**src/rtl/tap_timer_pkg.sv**
```systemverilog
package tap_timer_pkg;
  typedef enum logic {
    MODE_ONESHOT = 1'b0,
    MODE_DIVIDE  = 1'b1
  } tmr_mode_e;

  localparam int unsigned NUM_TAPS = 4;
  localparam int unsigned SEL_W    = $clog2(NUM_TAPS);
endpackage

```
**src/rtl/tt_counter.sv**
```systemverilog
module tt_counter #(
  parameter int unsigned CNT_W = 16
) (
  input  logic             clk_i,
  input  logic             rst_ni,
  input  logic             clr_i,
  output logic [CNT_W-1:0] cnt_o
);
  logic [CNT_W-1:0] cnt_q;

  always_ff @(posedge clk_i or negedge rst_ni) begin
    if (!rst_ni)    cnt_q <= '0;
    else if (clr_i) cnt_q <= '0;
    else            cnt_q <= cnt_q + 1'b1;
  end

  assign cnt_o = cnt_q;


  cnt_step_chk: assert property (@(posedge clk_i) disable iff (!rst_ni)
    !clr_i |=> cnt_q == CNT_W'($past(cnt_q) + 1'b1));


  cnt_clear_chk: assert property (@(posedge clk_i) disable iff (!rst_ni)
    clr_i |=> cnt_q == '0);
endmodule

```
**src/rtl/tt_tap_mux.sv**
```systemverilog
module tt_tap_mux
  import tap_timer_pkg::*;
#(
  parameter int unsigned CNT_W = 16,
  parameter int unsigned STG0  = 13,
  parameter int unsigned STG1  = 8,
  parameter int unsigned STG2  = 10,
  parameter int unsigned STG3  = 16
) (
  input  logic             clk_i,
  input  logic             rst_ni,
  input  logic [SEL_W-1:0] sel_i,
  input  logic [CNT_W-1:0] cnt_i,
  output logic             tap_o
);
  localparam int unsigned STG [NUM_TAPS] = '{STG0, STG1, STG2, STG3};

  logic [SEL_W-1:0] sel_q;
  logic [CNT_W-1:0] mask_tab [NUM_TAPS];
  logic [CNT_W-1:0] sel_mask;

  // address takes effect one edge later
  always_ff @(posedge clk_i or negedge rst_ni) begin
    if (!rst_ni) sel_q <= '0;
    else         sel_q <= sel_i;
  end

  for (genvar k = 0; k < NUM_TAPS; k++) begin : g_mask
    assign mask_tab[k] = CNT_W'(1) << (STG[k] - 1);
  end

  assign sel_mask = mask_tab[sel_q];
  assign tap_o    = |(cnt_i & sel_mask);


  sel_onehot_chk: assert property (@(posedge clk_i) disable iff (!rst_ni)
    $countones(sel_mask) == 1);
endmodule

```
**src/rtl/tt_out_stage.sv**
```systemverilog
module tt_out_stage
  import tap_timer_pkg::*;
(
  input  logic      clk_i,
  input  logic      rst_ni,
  input  logic      clr_i,
  input  tmr_mode_e mode_i,
  input  logic      invert_i,
  input  logic      tap_i,
  output logic      tmr_o
);
  logic latch_q;
  logic raw;

  always_ff @(posedge clk_i or negedge rst_ni) begin
    if (!rst_ni)    latch_q <= 1'b0;
    else if (clr_i) latch_q <= 1'b0;
    else if (mode_i == MODE_ONESHOT && tap_i) latch_q <= 1'b1;
  end

  always_comb begin
    if (mode_i == MODE_DIVIDE) raw = tap_i;
    else                       raw = latch_q | tap_i;
  end

  assign tmr_o = raw ^ invert_i;


  latch_hold_chk: assert property (@(posedge clk_i) disable iff (!rst_ni)
    latch_q && !clr_i |=> latch_q);


  latch_clear_chk: assert property (@(posedge clk_i) disable iff (!rst_ni)
    clr_i |=> !latch_q);
endmodule

```
**src/rtl/tap_timer.sv**
```systemverilog
module tap_timer
  import tap_timer_pkg::*;
#(
  parameter int unsigned CNT_W = 16,
  parameter int unsigned STG0  = 13,
  parameter int unsigned STG1  = 8,
  parameter int unsigned STG2  = 10,
  parameter int unsigned STG3  = 16
) (
  input  logic       clk_i,
  input  logic       rst_ni,
  input  logic       mreset_i,
  input  logic       por_req_i,
  input  logic       por_block_i,
  input  logic [1:0] tap_sel_i,
  input  logic       div_mode_i,
  input  logic       invert_i,
  output logic       tmr_o
);
  logic             mode_q;
  logic             mode_rise;
  logic             por_clr;
  logic             clr;
  logic [CNT_W-1:0] cnt;
  logic             tap;
  tmr_mode_e        mode;

  always_ff @(posedge clk_i or negedge rst_ni) begin
    if (!rst_ni) mode_q <= 1'b1;
    else         mode_q <= div_mode_i;
  end

  assign mode_rise = div_mode_i & ~mode_q;
  assign por_clr   = por_req_i & ~por_block_i;
  assign clr       = mreset_i | por_clr | mode_rise;
  assign mode      = tmr_mode_e'(div_mode_i);

  tt_counter #(.CNT_W(CNT_W)) i_counter (
    .clk_i  (clk_i),
    .rst_ni (rst_ni),
    .clr_i  (clr),
    .cnt_o  (cnt)
  );

  tt_tap_mux #(
    .CNT_W(CNT_W), .STG0(STG0), .STG1(STG1), .STG2(STG2), .STG3(STG3)
  ) i_tap_mux (
    .clk_i  (clk_i),
    .rst_ni (rst_ni),
    .sel_i  (tap_sel_i),
    .cnt_i  (cnt),
    .tap_o  (tap)
  );

  tt_out_stage i_out_stage (
    .clk_i    (clk_i),
    .rst_ni   (rst_ni),
    .clr_i    (clr),
    .mode_i   (mode),
    .invert_i (invert_i),
    .tap_i    (tap),
    .tmr_o    (tmr_o)
  );


  mreset_hold_chk: assert property (@(posedge clk_i) disable iff (!rst_ni)
    mreset_i |=> cnt == '0);


  por_blocked_chk: assert property (@(posedge clk_i) disable iff (!rst_ni)
    por_req_i && por_block_i && !mreset_i && !mode_rise
      |=> cnt == CNT_W'($past(cnt) + 1'b1));


  mode_rise_chk: assert property (@(posedge clk_i) disable iff (!rst_ni)
    div_mode_i && !mode_q |=> cnt == '0);
endmodule

```
**config.mk**
```make
export PLATFORM = sky130hd
export DESIGN_NAME = tap_timer
export DESIGN_NICKNAME = d
export VERILOG_FILES = /design/src/rtl/tap_timer_pkg.sv /design/src/rtl/tt_counter.sv /design/src/rtl/tt_tap_mux.sv /design/src/rtl/tt_out_stage.sv /design/src/rtl/tap_timer.sv
export SDC_FILE = /design/constraint.sdc
export NUM_CORES = 1
export LEC_CHECK = 0
export BUFFER_PORTS_ARGS = -buffer_cell sky130_fd_sc_hd__buf_2
export CAP_MARGIN = 40
export CORE_MARGIN = 3
export CORE_UTILIZATION = 31
export CTS_CLUSTER_DIAMETER = 60
export DETAILED_ROUTE_END_ITERATION = 8
export SYNTH_ARGS = -nofsm -noshare
export SYNTH_HDL_FRONTEND = slang
export SYNTH_SLANG_ARGS = --single-unit
```
**constraint.sdc**
```tcl
create_clock -name clk_i -period 1.7 [get_ports clk_i]
set_input_delay 0 -clock clk_i [delete_from_list [all_inputs] [get_ports clk_i]]
set_output_delay 0 -clock clk_i [all_outputs]
set_load 0.02 [all_outputs]
```
==> flow_summary.ini, run 1 <==
[yosys]
synth.area.top_cells = dfrtp_1 47%, a21oi_1 4.9%, nand4bb_1 3.3%
synthXorXnorAreaFrac_pct = 3.457
synthTopCellsByCount = 19 x dfrtp_1, 10 x a21oi_1, 6 x nand3_1, 6 x nor2_1
synth.most_common_cell = dfrtp_1
yosysTopAreaCell = dfrtp_1
yosys.area_share.adder_pct = 1.235
synth-edff-count = 0
synth_top_family_by_area = simple AND/OR/NAND/NOR gates
syn_nets = 102
synth.yosys.seq_area_share_pct = 49.51
yosysTopAreaCellShare_pct = 46.91
ys.flop_type = dfrtp_1
synth_cells = 92
synthSimpleGateAreaFrac_pct = 26.79
synth-compound-area-share_pct = 9.877
netlist-cell-type-count = 27
yosys_warnings = 0
synth_seq_cells = 20
synthesis.area_sq_mm = 0.001013
syn_area_per_cell_sq_um = 11.02
synthArstFlopShare_pct = 100.0
synthMuxAreaShare_pct = 5.185

[placement]
portBuffers = 9
placed_cell_area_sq_mm = 0.001096
place_congestion = 0.8188
place_inst = 144
pre_cts_slack_ns = 0.1509
dp_hpwl_um = 1294

[critical_path]
worst_setup_path_end_kind = output port
cp.arrival_ns = 1.63
critPathMaxFanout = 2
required_ns = 1.70
worstSetupPathType = reg -> out
critPathLaunchType = flop

[timing]
tns_ns = 0
period_share_pct = 96.07
worst_pin_slew_ns = 0.4444
hold_viol = 0
slew_headroom_pct = 70.37
fin_crit_ns = 1.633
slew_violations = 0
rsz0062_at_grt = yes
fin_skew_ns = 0.007439
setup_violations = 0
fin_ws_ns = 0.06676
fmax_mhz = 612.3

[clock_network]
root_buffer = clkbuf_4
cts_tree = done
clk_latency_ns = 0.30
clock_path_buffers = 2
cts_sinks = 20
cts_max_level = 1
cts_buffers = 3
path_clk_slew_ns = 0.12

[pwr]
power.total_w = 0.0009338
vdd_drop_max_uv = 367.5
power_density_mw_per_mm2 = 759.3
leakage_nw = 0.4803

[drt]
drt-total-wl_um = 1902
wl_per_cell_um = 12.19
first_iter_violations = 12
drc = 0
via_count = 797
ant_nets = 0
via_per_inst = 5.109
dr.pass1.iters = 4

[floorplan]
die_width_um = 63.18
coreArea_sq_mm = 0.003078
dieArea_sq_mm = 0.003991
row_count = 20
die_y_um = 63.18
initial_utilization_pct = 32.93
io_pins = 10

[cells_and_area]
fin_area_sq_mm = 0.001230
drive_above_1_share_pct = 23.21
antenna_cells = 0
stdcell_count = 156
areaGrowthSynthToFinish_pct = 21.36
seq_area_sq_um = 501.7
multi_input_area_sq_um = 480.5
final_nets = 123
fill_cells = 300

[global_routing]
grt_usage_pct = 9.879
gr-total-overflow = 0
antenna_found_initial = 0
grt_pass1_wl_um = 3167
grt_start_max_net_pins = 21
grt_pass1_vias = 744

[status]
outcome = completed

[job]
maxCapViolations = 0

[worst_hold_path]
holdCritPathClass = in -> reg
critical path, cell delays in order (launching register included):
cell	delay (ns)
dfrtp_1	0.42
mux4_2	0.49
a21oi_2	0.14
xnor2_1	0.13
buf_4	0.16
flip-flops by register name, indices dropped and copies added, names as in the netlist:
signal               count
i_out_stage.latch_q      1
i_counter.cnt_o         16
i_tap_mux.sel_q          2
mode_q                   1
worst paths after layout:
kind	start	to	slack, ns	depth (start not counted)
min in group asynchronous	rst_ni	i_out_stage.latch_q	0.15	2
max reg2reg	i_counter.cnt_o[0]	i_counter.cnt_o[12]	0.18	4
max	i_counter.cnt_o[9]	tmr_o	0.07	4
min	mreset_i	i_counter.cnt_o[14]	0.02	3
min reg2reg	i_counter.cnt_o[0]	i_counter.cnt_o[0]	0.50	1
max in group asynchronous	rst_ni	mode_q	1.22	2
power breakdown:
group	total, W	switching (W)	internal, W	leakage (nW)
Combinational	0.0000590	0.0000327	0.0000264	0.182
Sequential	0.000488	0.00000435	0.000483	0.270
Clock	0.000387	0.000149	0.000238	0.0279
Total	0.000934	0.000186	0.000748	0.480
cells by family (layout without fill, tap and decap cells):
family                     after synthesis  after routing
AOI/OAI and AO/OA                       18             18
xor gates and xnor gates                 4              4
adders and majority gates                1              1
buffers and inverters                    6             26
DFF                                     20             20
muxes                                    4              4
and+or+nand+nor                         39             39
metal layers:
metal	global-route usage, %	vias up	wire (um)	part of all wire, %
met5	0	-	0	0
met4	4.852	0	19	1.0
met3	1.604	2	55	2.9
met2	17.13	15	937	49
met1	11.81	391	889	47
li1	-	389	-	-
layout by cell type, fill, tap and decap left out, drive strengths merged:
cell,instances
mux2i,3
a21oi,10
or4,4
nand3b,1
nand4b,3
xnor2,2
o31ai,4
clkbuf,3
nand4,4
nor4,3
nand2,3
mux4,1
buf,14
nand2b,2
xor2,2
dfrtp,19
dfstp,1
inv,4
bufinv,1
ha,1
nor2,6
dlygate4sd3,4
o21ai,4
nand4bb,3
nand3,6
or3,4
final cells by class:
cell class	count	area share, %
clock inverter	1	2.442
timing repair buffer	18	10.17
multi-input combinational	66	39.06
clock buffer	3	1.831
inverter	4	1.221
tap	44	4.476
sequential	20	40.79
repair_timing:
item / in CTS / in global routing
gates resized for setup: 1 / 2
setup buffers: 3 / 1
hold buffers: 4 / 0
setup endpoints to repair: 1 / 2
pin swaps: 0 / 1
hold endpoints to repair: 23 / 0
stage by stage:
stage          hold WS, ns  util, %
4_1_cts           0.006796    39.43
3_5_place_dp      -0.03143    35.61
6_report           0.01983    39.96
5_1_grt            0.01061    39.96
2_1_floorplan      -0.2956        -
3_3_place_gp      -0.03192    35.61
Power figures use the tool's default switching activity.
==> run 2: changes to the inputs <==
--- a/config.mk
+++ b/config.mk
@@ -5,6 +5,7 @@
 export SDC_FILE = /design/constraint.sdc
 export NUM_CORES = 1
 export LEC_CHECK = 0
+export ABC_AREA = 1
 export BUFFER_PORTS_ARGS = -buffer_cell sky130_fd_sc_hd__buf_2
 export CAP_MARGIN = 40
 export CORE_MARGIN = 3
==> flow_summary.ini, run 2 <==
[timing]
fmax_mhz = 719.8
hold_viol = 0
worst_pin_slew_ns = 0.4469
tns_ns = 0
period_share_pct = 81.73
fin_skew_ns = 0.01098
slew_violations = 0
fin_crit_ns = 1.389
slew_headroom_pct = 70.20
rsz0062_at_grt = no
setup_violations = 0

[critical_path]
cpMaxStageDelayCell = dfrtp_1
crit_path_frequent_cell = nand2_1
worst_setup_path_end_kind = output port
critPathLaunchType = flop
worstSetupPathType = reg -> out
rr_worst_depth = 6
cp.arrival_ns = 1.39
max_stage_delay_ns = 0.48
path_cells = nand2_1 > nand3b_1 > nand2_1 > o21ai_0 > nand2_1 > nand2_1 > buf_2
required_ns = 1.70
critPathMaxFanout = 5

[cells_and_area]
post-route-util_pct = 39.80
final_common_cell = nand2_1
largest_register_ffs = 16
mostFrequentLayoutCells = 34 x nand2_1, 22 x nor2_1, 19 x dfrtp_1, 15 x inv_1, 9 x buf_2
final_nets = 165
areaGrowthSynthToFinish_pct = 17.97
stdcell_count = 198
antenna_cells = 0
drive_above_1_share_pct = 19.48

[clock_network]
cts_buffers = 3
cts_sinks = 20
cts_resized = 0
cts_max_level = 1
clk_latency_ns = 0.31
cts_tree = done
clock_path_buffers = 2
ctsHoldBuffers = 4
post_cts_buffers = 0
root_buffer = clkbuf_4
path_clk_slew_ns = 0.12

[yosys]
syn_area_per_cell_sq_um = 7.827
ys.flop_type = dfrtp_1
synthTopCellsByCount = 34 x nand2_1, 22 x nor2_1, 19 x dfrtp_1
synth.yosys.seq_area_share_pct = 46.79
syn_nets = 147
synth_seq_cells = 20
synthesis.area_sq_mm = 0.001072
yosysTopAreaCellShare_pct = 44.34
yosys_warnings = 0
synth-edff-count = 0
synthArstFlopShare_pct = 100.0
netlist-cell-type-count = 25
yosysTopAreaCell = dfrtp_1
synth_cells = 137
synth.most_common_cell = nand2_1
synth.area.top_cells = dfrtp_1 44%, nand2_1 12%, nor2_1 7.7%

[pwr]
vdd_drop_max_uv = 567.1
power_frac_clock_pct = 40.9
leakage_nw = 0.5342
power_density_mw_per_mm2 = 742.1
power.internal_w = 0.0007476
p_sw_w = 0.0001911
pwr-share-comb_pct = 6.9
power.total_w = 0.0009388
sequentialPowerShare_pct = 52.2
p_sw_share_pct = 20.36

[floorplan]
die_y_um = 64.81
dieArea_sq_mm = 0.004200
initial_utilization_pct = 33.74
die_width_um = 64.81
io_pins = 10
coreArea_sq_mm = 0.003178
row_count = 20

[drt]
drc = 0
wl_per_cell_um = 10.29
drt-total-wl_um = 2038
via_count = 891
via_per_inst = 4.500
ant_nets = 0
first_iter_violations = 22
dr.pass1.iters = 4

[job]
maxCapViolations = 0

[placement]
place_inst = 190
portBuffers = 9
place_congestion = 0.8422
dp_hpwl_um = 1555

[global_routing]
grt_usage_pct = 11.14
gr-total-overflow = 0
grt_pass1_wl_um = 3643
grt_pass1_vias = 870
antenna_found_initial = 0
grt_start_max_net_pins = 21

[worst_hold_path]
holdCritPathClass = in -> reg
whs_path_depth = 4

[status]
outcome = completed
==> run 2: cell types whose count changed after synthesis, moves of 4 or more <==
cell,previous run,this run
or4_1,4,0
nor2_1,6,22
nand2_1,3,34
nor3_1,0,4
a21oi_1,10,6
o31ai_1,4,0
nand2_2,0,4
inv_1,4,15
o21ai_1,0,4
==> run 2: kinds of logic after synthesis <==
kind of cell | synth area share, %
AO/OA/AOI/OAI | 9.102
XOR/XNOR | 1.634
adder cells (fa/ha/maj) | 1.167
buffers and inverters | 5.951
flip-flops | 46.79
AND/OR/NAND/NOR | 35.36
==> run 2: final cells by class <==
| type | count | area [sq um] |
|---|---|---|
| timing repair buffer | 13 | 85.08 |
| multi-input combinational | 100 | 506.7 |
| clock inverter | 1 | 30.03 |
| inverter | 17 | 63.81 |
| clock buffer | 3 | 22.52 |
| fill | 338 | 1913 |
| sequential | 20 | 501.7 |
| tap | 44 | 55.05 |
==> run 2: path summary, 6_finish.rpt <==
path,start,end,slack [ns]
max,i_counter.cnt_o[7],tmr_o,0.31
min,mreset_i,i_counter.cnt_o[2],0.03
max reg2reg,i_counter.cnt_o[0],i_counter.cnt_o[4],0.33
min reg2reg,i_counter.cnt_o[3],i_counter.cnt_o[3],0.52
max in group asynchronous,rst_ni,mode_q,1.21
min in group asynchronous,rst_ni,i_counter.cnt_o[3],0.16
==> run 2: worst max-delay path, delay by kind of cell, from the launching register on <==
family                 cells  cell delay [ns]
AO/OA/AOI/OAI              1             0.07
buffers and inverters      1             0.15
flip-flops                 1             0.48
AND/OR/NAND/NOR            5             0.39
==> run 2: through the flow <==
| stage | area, sq um | setup slack, ns | hold slack, ns |
|---|---|---|---|
| 2_1_floorplan | 1072 | 0.3963 | -0.2956 |
| 3_3_place_gp | 1172 | 0.3614 | -0.02247 |
| 3_5_place_dp | 1172 | 0.3128 | -0.02445 |
| 4_1_cts | 1265 | 0.2986 | 0.02210 |
| 5_1_grt | 1265 | 0.1860 | 0.02275 |
| 6_report | 1265 | 0.3106 | 0.02794 |
==> run 2: power by group through the flow <==
| stage | Clock (W) | Sequential [W] | Combinational (W) |
|---|---|---|---|
| after global placement | 0 | 0.000499 | 0.0000569 |
| after floorplan | 0 | 0.000499 | 0.0000307 |
| final | 0.000384 | 0.000490 | 0.0000647 |
| after detailed placement | 0 | 0.000500 | 0.0000592 |
| after global routing | 0.000433 | 0.000492 | 0.0000742 |
| after CTS | 0.000404 | 0.000491 | 0.0000661 |
==> run 2: layer usage <==
layer	wire, um	GRT usage, %	vias to the layer above
li1	-	-	471
met1	970	13.40	401
met2	956	19.67	17
met3	95	3.640	2
met4	15	1.583	0
met5	0	0	-
